===== config.mk =====
export PLATFORM = sky130hd
export DESIGN_NAME = hall_slice_timer
export DESIGN_NICKNAME = d
export VERILOG_FILES = /design/src/rtl/hst_pkg.sv /design/src/rtl/hst_fall_detect.sv /design/src/rtl/hst_half_meter.sv /design/src/rtl/hst_slice_seq.sv /design/src/rtl/hall_slice_timer.sv
export SDC_FILE = /design/constraint.sdc
export NUM_CORES = 1
export LEC_CHECK = 0
export BUFFER_PORTS_ARGS = -buffer_cell sky130_fd_sc_hd__buf_2
export CAP_MARGIN = 20
export CORE_UTILIZATION = 64
export CTS_CLUSTER_SIZE = 12
export DETAILED_ROUTE_END_ITERATION = 8
export MAX_ROUTING_LAYER = met4
export PLACE_DENSITY = 0.95
export SLEW_MARGIN = 40
export SYNTH_ARGS = -nofsm -noshare
export SYNTH_HDL_FRONTEND = slang
export SYNTH_SLANG_ARGS = --single-unit
export TNS_END_PERCENT = 10

===== constraint.sdc =====
create_clock -name clk -period 7.95 [get_ports clk]
set_input_delay 0.3975 -clock clk [delete_from_list [all_inputs] [get_ports clk]]
set_output_delay 0.3975 -clock clk [all_outputs]
set_load 0.05 [all_outputs]

===== src/rtl/hst_pkg.sv =====
package hst_pkg;

    localparam int DEF_CNT_W      = 24;
    localparam int DEF_SLICE_LOG2 = 7;
    localparam int DEF_SYNC_DEPTH = 2;

    typedef enum logic {
        SRC_A = 1'b0,
        SRC_B = 1'b1
    } hall_src_e;

    typedef struct packed {
        logic      hit;
        hall_src_e src;
    } ref_evt_t;

    // Sensor A has priority when both fall in the same cycle.
    function automatic ref_evt_t merge_refs(input logic fall_a, input logic fall_b);
        ref_evt_t ev;
        ev.hit = fall_a | fall_b;
        ev.src = fall_a ? SRC_A : SRC_B;
        return ev;
    endfunction

endpackage


===== src/rtl/hst_fall_detect.sv =====
module hst_fall_detect #(
    parameter int SYNC_DEPTH = 2
) (
    input  logic clk,
    input  logic rst,
    input  logic sens_i,
    output logic fall_o
);

    logic [SYNC_DEPTH-1:0] sync_q;
    logic                  prev_q;

    always_ff @(posedge clk) begin
        if (rst) begin
            sync_q <= '1;
            prev_q <= 1'b1;
        end else begin
            sync_q <= {sync_q[SYNC_DEPTH-2:0], sens_i};
            prev_q <= sync_q[SYNC_DEPTH-1];
        end
    end

    assign fall_o = prev_q & ~sync_q[SYNC_DEPTH-1];

    AST_FALL_SINGLE: assert property (@(posedge clk) disable iff (rst)
        fall_o |=> !fall_o);

endmodule


===== src/rtl/hst_half_meter.sv =====
module hst_half_meter #(
    parameter int CNT_W = 24
) (
    input  logic             clk,
    input  logic             rst,
    input  logic             ref_i,
    output logic [CNT_W-1:0] cnt_o,
    output logic             sat_o,
    output logic             armed_o,
    output logic [CNT_W-1:0] period_o
);

    localparam logic [CNT_W-1:0] CNT_MAX = {CNT_W{1'b1}};

    logic [CNT_W-1:0] cnt_q;
    logic [CNT_W-1:0] period_q;
    logic             armed_q;

    always_ff @(posedge clk) begin
        if (rst) begin
            cnt_q    <= '0;
            period_q <= '0;
            armed_q  <= 1'b0;
        end else if (ref_i) begin
            cnt_q   <= CNT_W'(1);
            armed_q <= 1'b1;
            if (armed_q)
                period_q <= cnt_q;
        end else if (cnt_q != CNT_MAX) begin
            cnt_q <= cnt_q + CNT_W'(1);
        end
    end

    assign cnt_o    = cnt_q;
    assign sat_o    = (cnt_q == CNT_MAX);
    assign armed_o  = armed_q;
    assign period_o = period_q;

    AST_PERIOD_HELD: assert property (@(posedge clk) disable iff (rst)
        !ref_i |=> $stable(period_q));
    AST_CNT_SAT_HOLD: assert property (@(posedge clk) disable iff (rst)
        (cnt_q == CNT_MAX && !ref_i) |=> (cnt_q == CNT_MAX));

endmodule


===== src/rtl/hst_slice_seq.sv =====
module hst_slice_seq
    import hst_pkg::*;
#(
    parameter int CNT_W      = 24,
    parameter int SLICE_LOG2 = 7
) (
    input  logic                clk,
    input  logic                rst,
    input  ref_evt_t            ref_i,
    input  logic [CNT_W-1:0]    cnt_i,
    input  logic                sat_i,
    input  logic                armed_i,
    output logic                half_turn_o,
    output logic                slice_pulse_o,
    output logic [SLICE_LOG2:0] slice_idx_o
);

    localparam int IDX_W = SLICE_LOG2 + 1;

    logic [CNT_W-1:0] est_new;
    logic             est_ok;
    logic [CNT_W-1:0] est_q;
    logic [CNT_W-1:0] down_q;
    logic [IDX_W-1:0] idx_q;
    logic             run_q;
    logic             ht_q;
    logic             sp_q;

    assign est_new = cnt_i >> SLICE_LOG2;
    assign est_ok  = armed_i && !sat_i && (est_new != '0);

    always_ff @(posedge clk) begin
        if (rst) begin
            est_q  <= '0;
            down_q <= '0;
            idx_q  <= '0;
            run_q  <= 1'b0;
            ht_q   <= 1'b0;
            sp_q   <= 1'b0;
        end else begin
            ht_q <= ref_i.hit;
            sp_q <= 1'b0;
            if (ref_i.hit) begin
                idx_q  <= {ref_i.src == SRC_B, {SLICE_LOG2{1'b0}}};
                est_q  <= est_new;
                down_q <= est_new;
                run_q  <= est_ok;
                sp_q   <= est_ok;
            end else if (run_q) begin
                if (sat_i) begin
                    run_q <= 1'b0;
                end else if (down_q == CNT_W'(1)) begin
                    if (idx_q[SLICE_LOG2-1:0] == {SLICE_LOG2{1'b1}}) begin
                        run_q <= 1'b0;
                    end else begin
                        idx_q  <= idx_q + IDX_W'(1);
                        sp_q   <= 1'b1;
                        down_q <= est_q;
                    end
                end else begin
                    down_q <= down_q - CNT_W'(1);
                end
            end
        end
    end

    assign half_turn_o   = ht_q;
    assign slice_pulse_o = sp_q;
    assign slice_idx_o   = idx_q;

    AST_NO_PULSE_UNARMED: assert property (@(posedge clk) disable iff (rst)
        !armed_i |-> !sp_q);
    AST_IDX_BASE: assert property (@(posedge clk) disable iff (rst)
        ref_i.hit |=> (idx_q[SLICE_LOG2-1:0] == '0));
    AST_HALF_BIT_STABLE: assert property (@(posedge clk) disable iff (rst)
        !ref_i.hit |=> $stable(idx_q[SLICE_LOG2]));

endmodule


===== src/rtl/hall_slice_timer.sv =====
module hall_slice_timer
    import hst_pkg::*;
#(
    parameter int CNT_W      = DEF_CNT_W,
    parameter int SLICE_LOG2 = DEF_SLICE_LOG2,
    parameter int SYNC_DEPTH = DEF_SYNC_DEPTH
) (
    input  logic                clk,
    input  logic                rst,
    input  logic                hall_a_i,
    input  logic                hall_b_i,
    output logic                half_turn_pulse,
    output logic                slice_pulse,
    output logic [SLICE_LOG2:0] slice_idx,
    output logic [CNT_W-1:0]    halfturn_period
);

    localparam int N_SENS = 2;

    logic [N_SENS-1:0] sens;
    logic [N_SENS-1:0] fall;
    ref_evt_t          ref_ev;
    logic [CNT_W-1:0]  cnt;
    logic              sat;
    logic              armed;

    assign sens = {hall_b_i, hall_a_i};

    for (genvar g = 0; g < N_SENS; g++) begin : g_sens
        hst_fall_detect #(
            .SYNC_DEPTH(SYNC_DEPTH)
        ) fall_i (
            .clk   (clk),
            .rst   (rst),
            .sens_i(sens[g]),
            .fall_o(fall[g])
        );
    end

    assign ref_ev = merge_refs(fall[0], fall[1]);

    hst_half_meter #(
        .CNT_W(CNT_W)
    ) meter_i (
        .clk     (clk),
        .rst     (rst),
        .ref_i   (ref_ev.hit),
        .cnt_o   (cnt),
        .sat_o   (sat),
        .armed_o (armed),
        .period_o(halfturn_period)
    );

    hst_slice_seq #(
        .CNT_W     (CNT_W),
        .SLICE_LOG2(SLICE_LOG2)
    ) seq_i (
        .clk          (clk),
        .rst          (rst),
        .ref_i        (ref_ev),
        .cnt_i        (cnt),
        .sat_i        (sat),
        .armed_i      (armed),
        .half_turn_o  (half_turn_pulse),
        .slice_pulse_o(slice_pulse),
        .slice_idx_o  (slice_idx)
    );

    AST_HT_ONE_CYCLE: assert property (@(posedge clk) disable iff (rst)
        half_turn_pulse |=> !half_turn_pulse);

endmodule


==> flow_metrics.tcl, run 1 <==
set metrics [dict create \
    outcome "finished clean" \
    grt_pass1_vias 4027 \
    worstMarginPinSlew_ps 787.3 \
    synth_top_area_cell "dfxtp_1" \
    p_sw_share_pct 24.47 \
    start_kind "flip-flop" \
    vias_per_cell 6.338 \
    slew_headroom_pct 47.38 \
    stdcell_count 705 \
    track_usage_pct 31.64 \
    dp_cells 689 \
    io_pins 38 \
    ir_drop_v 0.0001207 \
    combPwrFrac_pct 3.5 \
    floorplan.initialDensity_pct 66.04 \
    fin_nets 609 \
    required_ps 8210 \
    synthesis.area_sq_mm 0.004765 \
    worstSkewPairLatency_ps 370 \
    cts_max_level 3 \
    die_h_um 88.28 \
    clkTransAtPathRegs_ps 110 \
    synthDistinctLibCells 45 \
    grt_max_degree 45 \
    p_leak_uw 0.002055 \
    routabilityCongestion 0.8798 \
    power_switching_uw 225.8 \
    nFillCells 502 \
    post_cts_resized 0 \
    overflow 0 \
    final_cell_mix "nand2_1, dfxtp_1, a21oi_1, nor2_1, buf_2" \
    crit_start "meter_i.cnt_o[12]" \
    dp_hpwl_um 7598 \
    drv_cap 0 \
    p_clk_share_pct 37.8 \
    async_flop_share_pct 0 \
    rsz0062_at_grt "no" \
    avgRoutedWirePerCell_um 16.35 \
    seq_power_share_pct 58.7 \
    port_buffers 37 \
    clock_path_buffers 2 \
    diodes 0 \
    setup_viol 0 \
    dieArea_sq_mm 0.007793 \
    core_region_area_sq_mm 0.007214 \
    critical_path.max_fanout 17 \
    period_needed_ps 2910 \
    skew_ps 10.56 \
    cts.sinks 107 \
    final_common_cell "nand2_1" \
    r2r-start "meter_i.cnt_o[12]" \
    slowest_delay_ps 640 \
    syn_to_final_growth_pct 8.377 \
    fmax_mhz 343.6 \
    arrival_ps 3170 \
    vias 4468 \
    setup-tns-final_ps 0 \
    worstSetupPathType "reg2reg" \
    worstHoldPathType "in2reg" \
    drt_first_pass_iters 5 \
    path_delay_family "simple AND/OR/NAND/NOR gates" \
    drive_above_1_share_pct 12.54 \
    synth-seq-area-share_pct 44.96 \
    ctsHoldBuffers 0 \
    min_from "hall_a_i" \
    ys_warn_count 0 \
    synth.avg_cell_area_sq_um 8.062 \
    cts_setup_buffers 0 \
    grt_pass1_wl_um 18660 \
    cp_cell_sequence "nand4_1 > nor4_1 > a21boi_1 > buf_4 > nand2_1 > a211oi_1 > a221o_1" \
    synth_ff_type "dfxtp_1" \
    synth_top_area_share_pct 44.96 \
    synth_nets 599 \
    power_uw 922.7 \
    ant_nets 0 \
    synth_edf_count 0 \
    crit_path_top_delay_cell "nor4_1" \
    synth_seq_cells 107 \
    end_kind "flip-flop" \
    synth_area_leaders "dfxtp_1, nand2_1, a21oi_1" \
    cts_tree "done" \
    multi_input_area_sq_mm 0.002444 \
    syn-instance-count 591 \
    critPathBufInv 1 \
    final_max_slew_viol_count 0 \
    drt-initial-drc-count 542 \
    cts_buffers 9 \
    wl_um 11530 \
    seq_area_sq_mm 0.002142 \
    antenna_found_initial 0 \
    fin_crit_sh_pct 36.60 \
    drc 0 \
    finalHoldViolCount 0 \
    rows 31 \
    clockRootBuffer "clkbuf_8" \
    pwr_density_cell_mw_per_mm2 178.7 \
    fp.dieW_um 88.28 \
    p_int_uw 696.9 \
]
## per-layer routing
layer,share of wire [%],GRT usage [%]
met5,0,-
met2,49,50.98
met4,3.3,17.01
met3,7.3,3.825
met1,40,38.82
## Yosys cell counts (2+ instances only)
cell	count
a21o_1	2
a21oi_1	67
a221o_1	13
and3_1	13
and4_1	3
buf_2	3
clkbuf_1	39
dfxtp_1	107
ha_1	4
inv_1	3
mux2i_1	2
nand2_1	117
nand2b_1	4
nand3_1	32
nand4_1	20
nand4b_1	2
nor2_1	48
nor2b_1	3
nor3_1	9
nor4_1	8
o21ai_0	6
o31ai_1	5
or2_2	8
or3_1	6
or4_1	7
or4_4	3
xnor2_1	12
xor2_1	28
## power by group through the flow
stage               Combinational [uW]  Clock [uW]  Sequential (uW)
floorplan                         22.2           0              555
global placement                  29.9           0              553
detailed placement                31.7           0              554
CTS                               31.7         348              541
global route                      34.4         369              542
finish                            32.4         349              541
## through the flow
step                util, %  hold WS (ps)  instance area [sq um]  setup slack (ps)
global route          71.57         201.3                   5164              4734
global placement      68.51         395.9                   4942              5087
floorplan                 -         389.5                   4765              5453
finish                71.57         200.7                   5164              5040
CTS                   71.49         199.2                   5157              4928
detailed placement    68.54         399.1                   4945              4996
## sequential cells by signal (all words and copies together) (netlist names)
name	flops
seq_i.est_q	17
seq_i.down_q	24
g_sens.fall_i.sync_q	4
meter_i.cnt_o	24
meter_i.armed_o	1
g_sens.fall_i.prev_q	2
seq_i.slice_idx_o	8
meter_i.period_o	24
seq_i.run_q	1
seq_i.slice_pulse_o	1
seq_i.half_turn_o	1
## worst register-to-register path, stage by stage (launching register included)
cell      delay [ps]
dfxtp_1          520
nand4_1          350
nor4_1           640
a21boi_1         150
buf_4            230
nand2_1          510
a211oi_1         110
a221o_1          290
## final cells by class
| cell class | count | area share [%] |
|---|---|---|
| repair buffers | 43 | 4.458 |
| flip-flops and latches | 107 | 41.48 |
| clock inverters | 7 | 1.720 |
| multi-input cells | 437 | 47.32 |
| inverters | 3 | 0.2181 |
| well taps | 99 | 2.399 |
| clock buffers | 9 | 2.399 |
## logic make-up (layout without fill, tap and decap cells)
kind of cell    Yosys count  in the layout  share of synthesized area (%)
flops                   107            107                          44.96
xor+xnor                 40             40                          7.353
compound gates          105            105                          13.60
mux                       2              2                         0.4202
buf+inv                  47             62                          3.939
fa+ha+maj                 4              4                          1.050
simple gates            286            286                          28.68
## final timing paths
kind | to | slack (ps) | cells past startpoint
hold reg to reg | g_sens[1].fall_i.sync_q[1] | 420 | 1
setup / recovery | seq_i.down_q[9] | 5040 | 7
hold / removal | g_sens[0].fall_i.sync_q[0] | 200 | 2
setup reg to reg | seq_i.down_q[9] | 5040 | 7
Note: power is estimated with default switching activity, not from simulation.
==> run 2: changes to the inputs <==
--- a/config.mk
+++ b/config.mk
@@ -7,11 +7,11 @@
 export LEC_CHECK = 0
 export BUFFER_PORTS_ARGS = -buffer_cell sky130_fd_sc_hd__buf_2
 export CAP_MARGIN = 20
-export CORE_UTILIZATION = 64
+export CORE_UTILIZATION = 54
 export CTS_CLUSTER_SIZE = 12
 export DETAILED_ROUTE_END_ITERATION = 8
 export MAX_ROUTING_LAYER = met4
-export PLACE_DENSITY = 0.95
+export PLACE_DENSITY = 0.87
 export SLEW_MARGIN = 40
 export SYNTH_ARGS = -nofsm -noshare
 export SYNTH_HDL_FRONTEND = slang
==> constraint.sdc (replaced) <==
create_clock -name clk -period 2.6 [get_ports clk]
set_input_delay 0.13 -clock clk [delete_from_list [all_inputs] [get_ports clk]]
set_output_delay 0.13 -clock clk [all_outputs]
set_load 0.05 [all_outputs]
==> run 2 against run 1 <==
  * Global-route usage fell by 3.5 points
  * Design area rose by 3.9%
  * Utilization fell by 7.5 points
  * Worst hold slack got worse by 130 ps
  * Via count fell by 0.31%
  * Clock skew barely moved
  * Critical path type unchanged
  * Critical endpoint is now seq_i.down_q[7]
  * Largest power group unchanged
  * Highest routed layer unchanged
==> flow_metrics.tcl, run 2 (synthesis gave the netlist of run 1 again) <==
set metrics [dict create \
    drv_cap 0 \
    preCtsSetupSlack_ps -12.48 \
    outcome "finished clean" \
    start_kind "flip-flop" \
    dp_hpwl_um 7930 \
    vias_per_cell 6.027 \
    grt_max_degree 47 \
    cts_max_level 3 \
    fmax_mhz 401.4 \
    final_common_cell "nand2_1" \
    dp_cells 721 \
    arrival_ps 2800 \
    required_ps 2900 \
    fin_nets 637 \
    ant_nets 0 \
    floorplan.initialDensity_pct 56.84 \
    setup_viol 0 \
    power_switching_uw 665.2 \
    rows 33 \
    drt-initial-drc-count 379 \
    antenna_found_initial 0 \
    worstHoldPathType "in2reg" \
    worstSkewPairLatency_ps 380 \
    p_sw_share_pct 24.17 \
    slowest_delay_ps 560 \
    final_cell_mix "nand2_1, dfxtp_1, a21oi_1, nor2_1, buf_2" \
    cts_buffers 9 \
    p_clk_share_pct 36.0 \
    p_leak_uw 0.002189 \
    grt_pass1_wl_um 19510 \
    setup_slack_ps 108.8 \
    overflow 0 \
    rsz0062_at_grt "no" \
    power_uw 2752 \
    worstSetupPathType "reg2reg" \
    cts_tree "done" \
    clkTransAtPathRegs_ps 110 \
    port_buffers 37 \
    grt_pass1_vias 4083 \
    routabilityCongestion 0.9107 \
    core_region_area_sq_mm 0.008382 \
    syn_to_final_growth_pct 12.66 \
    wl_um 11960 \
    dieArea_sq_mm 0.009203 \
    skew_ps 10.72 \
    post-route-util_pct 64.04 \
    combPwrFrac_pct 3.9 \
    cts.sinks 107 \
    seq_power_share_pct 60.1 \
    avgRoutedWirePerCell_um 16.18 \
    seq_area_sq_mm 0.002142 \
    drt_first_pass_iters 5 \
    worstMarginPinSlew_ps 728.5 \
    critical_path.max_fanout 10 \
    finalHoldViolCount 0 \
    slew_headroom_pct 51.31 \
    stdcell_count 739 \
    track_usage_pct 28.09 \
    pwr_density_cell_mw_per_mm2 512.7 \
    drive_above_1_share_pct 15.93 \
    drc 0 \
    final_max_slew_viol_count 0 \
    vias 4454 \
    ir_drop_v 0.0003689 \
    die_h_um 95.93 \
    crit_path_top_delay_cell "or4_4" \
    clockRootBuffer "clkbuf_8" \
    fp.dieW_um 95.93 \
    end_kind "flip-flop" \
    clock_path_buffers 2 \
    diodes 0 \
    setup-tns-final_ps 0 \
    fin_crit_sh_pct 95.82 \
    multi_input_area_sq_mm 0.002450 \
    path_common_cell "or4_4" \
    cp_cell_sequence "or4_4 > or4_4 > or4_4 > a21oi_4 > buf_4 > nand2_1 > o211ai_1" \
    path_delay_family "simple AND/OR/NAND/NOR gates" \
    nFillCells 673 \
    critPathBufInv 1 \
    period_needed_ps 2491 \
    io_pins 38 \
    p_int_uw 2087 \
]
## run 2: cell count changes in the layout (fill, tap and decap cells not counted), sizes merged
cell	before	now
clkbuf	9	12
bufinv	1	0
dlygate4sd3	0	2
clkinv	4	1
inv	4	5
buf	43	69
## run 2: worst paths after layout
check	startpoint	to	slack, ps	cells after the start
worst max-delay path	seq_i.down_q[17]	seq_i.down_q[7]	110	7
worst min-delay path	rst	g_sens[0].fall_i.sync_q[0]	70	2
worst max register to register	seq_i.down_q[17]	seq_i.down_q[7]	110	7
worst min register to register	g_sens[1].fall_i.sync_q[0]	g_sens[1].fall_i.sync_q[1]	420	1
## run 2: what timing repair did
item / 4_1_cts / 5_1_grt
buffers inserted: 0 / 0
resized for setup: 1 / 2
hold endpoints to repair: 2 / 0
setup endpoints to repair: 1 / 23
hold buffers: 2 / 0
gates cloned: 0 / 0
## run 2: layout make-up
type | instances | share of cell area, %
timing repair buffer | 71 | 8.298
clock buffer | 12 | 2.890
inverter | 3 | 0.2098
sequential | 107 | 39.91
multi-input combinational | 437 | 45.64
tap | 105 | 2.448
clock inverter | 4 | 0.6061
## run 2: metrics by stage
stage	hold WS (ps)	instance area, sq um
after floorplan	233.8	4765
after global placement	314.0	5145
after detailed placement	314.9	5145
after CTS	67.60	5358
after global routing	67.99	5368
final	66.84	5368
## run 2: power by group through the flow
| stage | clock network (uW) | logic (uW) | registers [uW] |
|---|---|---|---|
| 6_report | 990 | 108 | 1650 |
| 5_1_grt | 1050 | 115 | 1660 |
| 4_1_cts | 983 | 106 | 1650 |
| 3_5_place_dp | 0 | 103 | 1690 |
| 3_3_place_gp | 0 | 98.6 | 1690 |
| 2_1_floorplan | 0 | 67.8 | 1700 |
## run 2: per-layer routing
metal,wire length (um),global-route usage (%),share of wire [%]
met5,0,-,0
met4,243,9.826,2.0
met3,855,4.976,7.2
met2,5798,44.58,48
met1,5060,36.15,42
==> run 3: changes to the inputs <==
--- a/config.mk
+++ b/config.mk
@@ -7,11 +7,12 @@
 export LEC_CHECK = 0
 export BUFFER_PORTS_ARGS = -buffer_cell sky130_fd_sc_hd__buf_2
 export CAP_MARGIN = 20
-export CORE_UTILIZATION = 54
+export CORE_UTILIZATION = 50
 export CTS_CLUSTER_SIZE = 12
 export DETAILED_ROUTE_END_ITERATION = 8
 export MAX_ROUTING_LAYER = met4
-export PLACE_DENSITY = 0.87
+export PLACE_DENSITY = 0.82
+export SKIP_CTS_REPAIR_TIMING = 1
 export SLEW_MARGIN = 40
 export SYNTH_ARGS = -nofsm -noshare
 export SYNTH_HDL_FRONTEND = slang
==> run 3 against run 2 <==
  * Combinational power about the same
  * Sequential cell count unchanged
  * Register-to-register slack improved by 30 ps
  * Total power increased by 5.5%
  * Largest power group unchanged
  * Highest routed layer unchanged
==> flow_metrics.tcl, run 3 (synthesis gave the netlist of run 1 again) <==
set metrics [dict create \
    core_region_area_sq_mm 0.009240 \
    worstMarginPinSlew_ps 713.5 \
    slew_headroom_pct 52.32 \
    diodes 0 \
    vias 4407 \
    rsz0062_at_grt "no" \
    rows 35 \
    setup_viol 0 \
    p_leak_uw 0.002215 \
    antenna_found_initial 0 \
    final_common_cell "nand2_1" \
    hold_path_end "g_sens[0].fall_i.prev_q" \
    drt_first_pass_iters 5 \
    cts_max_level 3 \
    port_buffers 37 \
    ant_nets 0 \
    final_cell_mix "nand2_1, dfxtp_1, a21oi_1, nor2_1, buf_2" \
    reg2reg_depth 6 \
    post-route-util_pct 59.01 \
    hold-path-cell-count 2 \
    final_max_slew_viol_count 0 \
    cts_tree "done" \
    r2r-start "seq_i.down_q[17]" \
    clkTransAtPathRegs_ps 100 \
    path_common_cell "or4_4" \
    cts.sinks 107 \
    fp.dieW_um 99.62 \
    ir_drop_v 0.0004589 \
    r2r_setup_slack_ps 140 \
    critPathBufInv 1 \
    grt_pass1_wl_um 19380 \
    avgRoutedWirePerCell_um 15.10 \
    worstSetupPathType "reg2reg" \
    track_usage_pct 25.32 \
    dieArea_sq_mm 0.009923 \
    drv_cap 0 \
    start_kind "flip-flop" \
    cp_cell_sequence "or4_4 > or4_4 > or4_4 > a21oi_4 > buf_12 > a221o_1" \
    worstSkewPairLatency_ps 370 \
    pwr_density_cell_mw_per_mm2 532.4 \
    clock_path_buffers 2 \
    min_from "rst" \
    dp_hpwl_um 7918 \
    setup-tns-final_ps 0 \
    arrival_ps 2780 \
    period_needed_ps 2463 \
    crit_path_top_delay_cell "or4_4" \
    overflow 0 \
    drc 0 \
    drive_above_1_share_pct 15.91 \
    grt_pass1_vias 4135 \
    required_ps 2920 \
    vias_per_cell 5.768 \
    finalHoldViolCount 0 \
    path_delay_family "simple AND/OR/NAND/NOR gates" \
    outcome "finished clean" \
    fin_crit_sh_pct 94.71 \
    routabilityCongestion 0.9076 \
    crit_cells 6 \
    io_pins 38 \
    slowest_delay_ps 550 \
    die_h_um 99.62 \
    fin_nets 638 \
    wl_um 11530 \
    cts_buffers 9 \
    r2r_end "seq_i.down_q[1]" \
    worstHoldPathType "in2reg" \
    grt_max_degree 47 \
    critical_path.max_fanout 15 \
    drt-initial-drc-count 380 \
    clockRootBuffer "clkbuf_8" \
    end_kind "flip-flop" \
    skew_ps 10.11 \
    syn_to_final_growth_pct 14.44 \
    floorplan.initialDensity_pct 51.56 \
    fmax_mhz 406.1 \
    holdWs_ps 65.79 \
]
run 3: metrics by stage:
stage                     setup slack [ps]  std cells  instance area [sq um]  total power, uW
after floorplan                      102.9        591                   4765             1766
after global placement               68.98        746                   5195             1793
after detailed placement             38.27        746                   5195             1797
after CTS                            2.145        762                   5424             2909
after global routing                 14.23        764                   5453             2990
final                                137.4        764                   5453             2903
run 3: layout make-up:
class	instances	area (sq um)
Multi-Input combinational cell	437	2444
Inverter	3	11.26
Sequential cell	107	2142
Clock inverter	6	101.3
Timing Repair Buffer	72	465.4
Clock buffer	10	127.6
Tap cell	129	161.4
Fill cell	814	3787
run 3: power breakdown:
part	leakage [uW]	switching (uW)	internal, uW
Combinational	0.00124	78.5	29.5
Clock	0.000109	586	554
Sequential	0.000864	6.52	1650
run 3: worst max-delay path by stage:
stage                             to              from  slack, ps
global route         seq_i.down_q[7]  seq_i.down_q[17]         10
global placement     seq_i.down_q[9]  seq_i.down_q[17]         70
floorplan           seq_i.down_q[16]  seq_i.down_q[17]        100
CTS                  seq_i.down_q[9]  seq_i.down_q[17]          2
detailed placement   seq_i.down_q[1]  seq_i.down_q[17]         40
finish               seq_i.down_q[1]  seq_i.down_q[17]        140
run 3: worst reg2reg max path: stages (launching register included):
cell and delay, ps:
dfxtp_1 330, or4_4 550, or4_4 520, or4_4 490, a21oi_4 210, buf_12 170, a221o_1 150
run 3: metal layers:
| metal | share of wire [%] | track usage [%] | up-vias | wire, um |
|---|---|---|---|---|
| met5 | 0 | - | - | 0 |
| met4 | 3.0 | 13.80 | 0 | 349 |
| met3 | 5.4 | 2.741 | 30 | 619 |
| met2 | 48 | 39.64 | 177 | 5490 |
| met1 | 44 | 32.14 | 2076 | 5075 |
| li1 | - | - | 2124 | - |
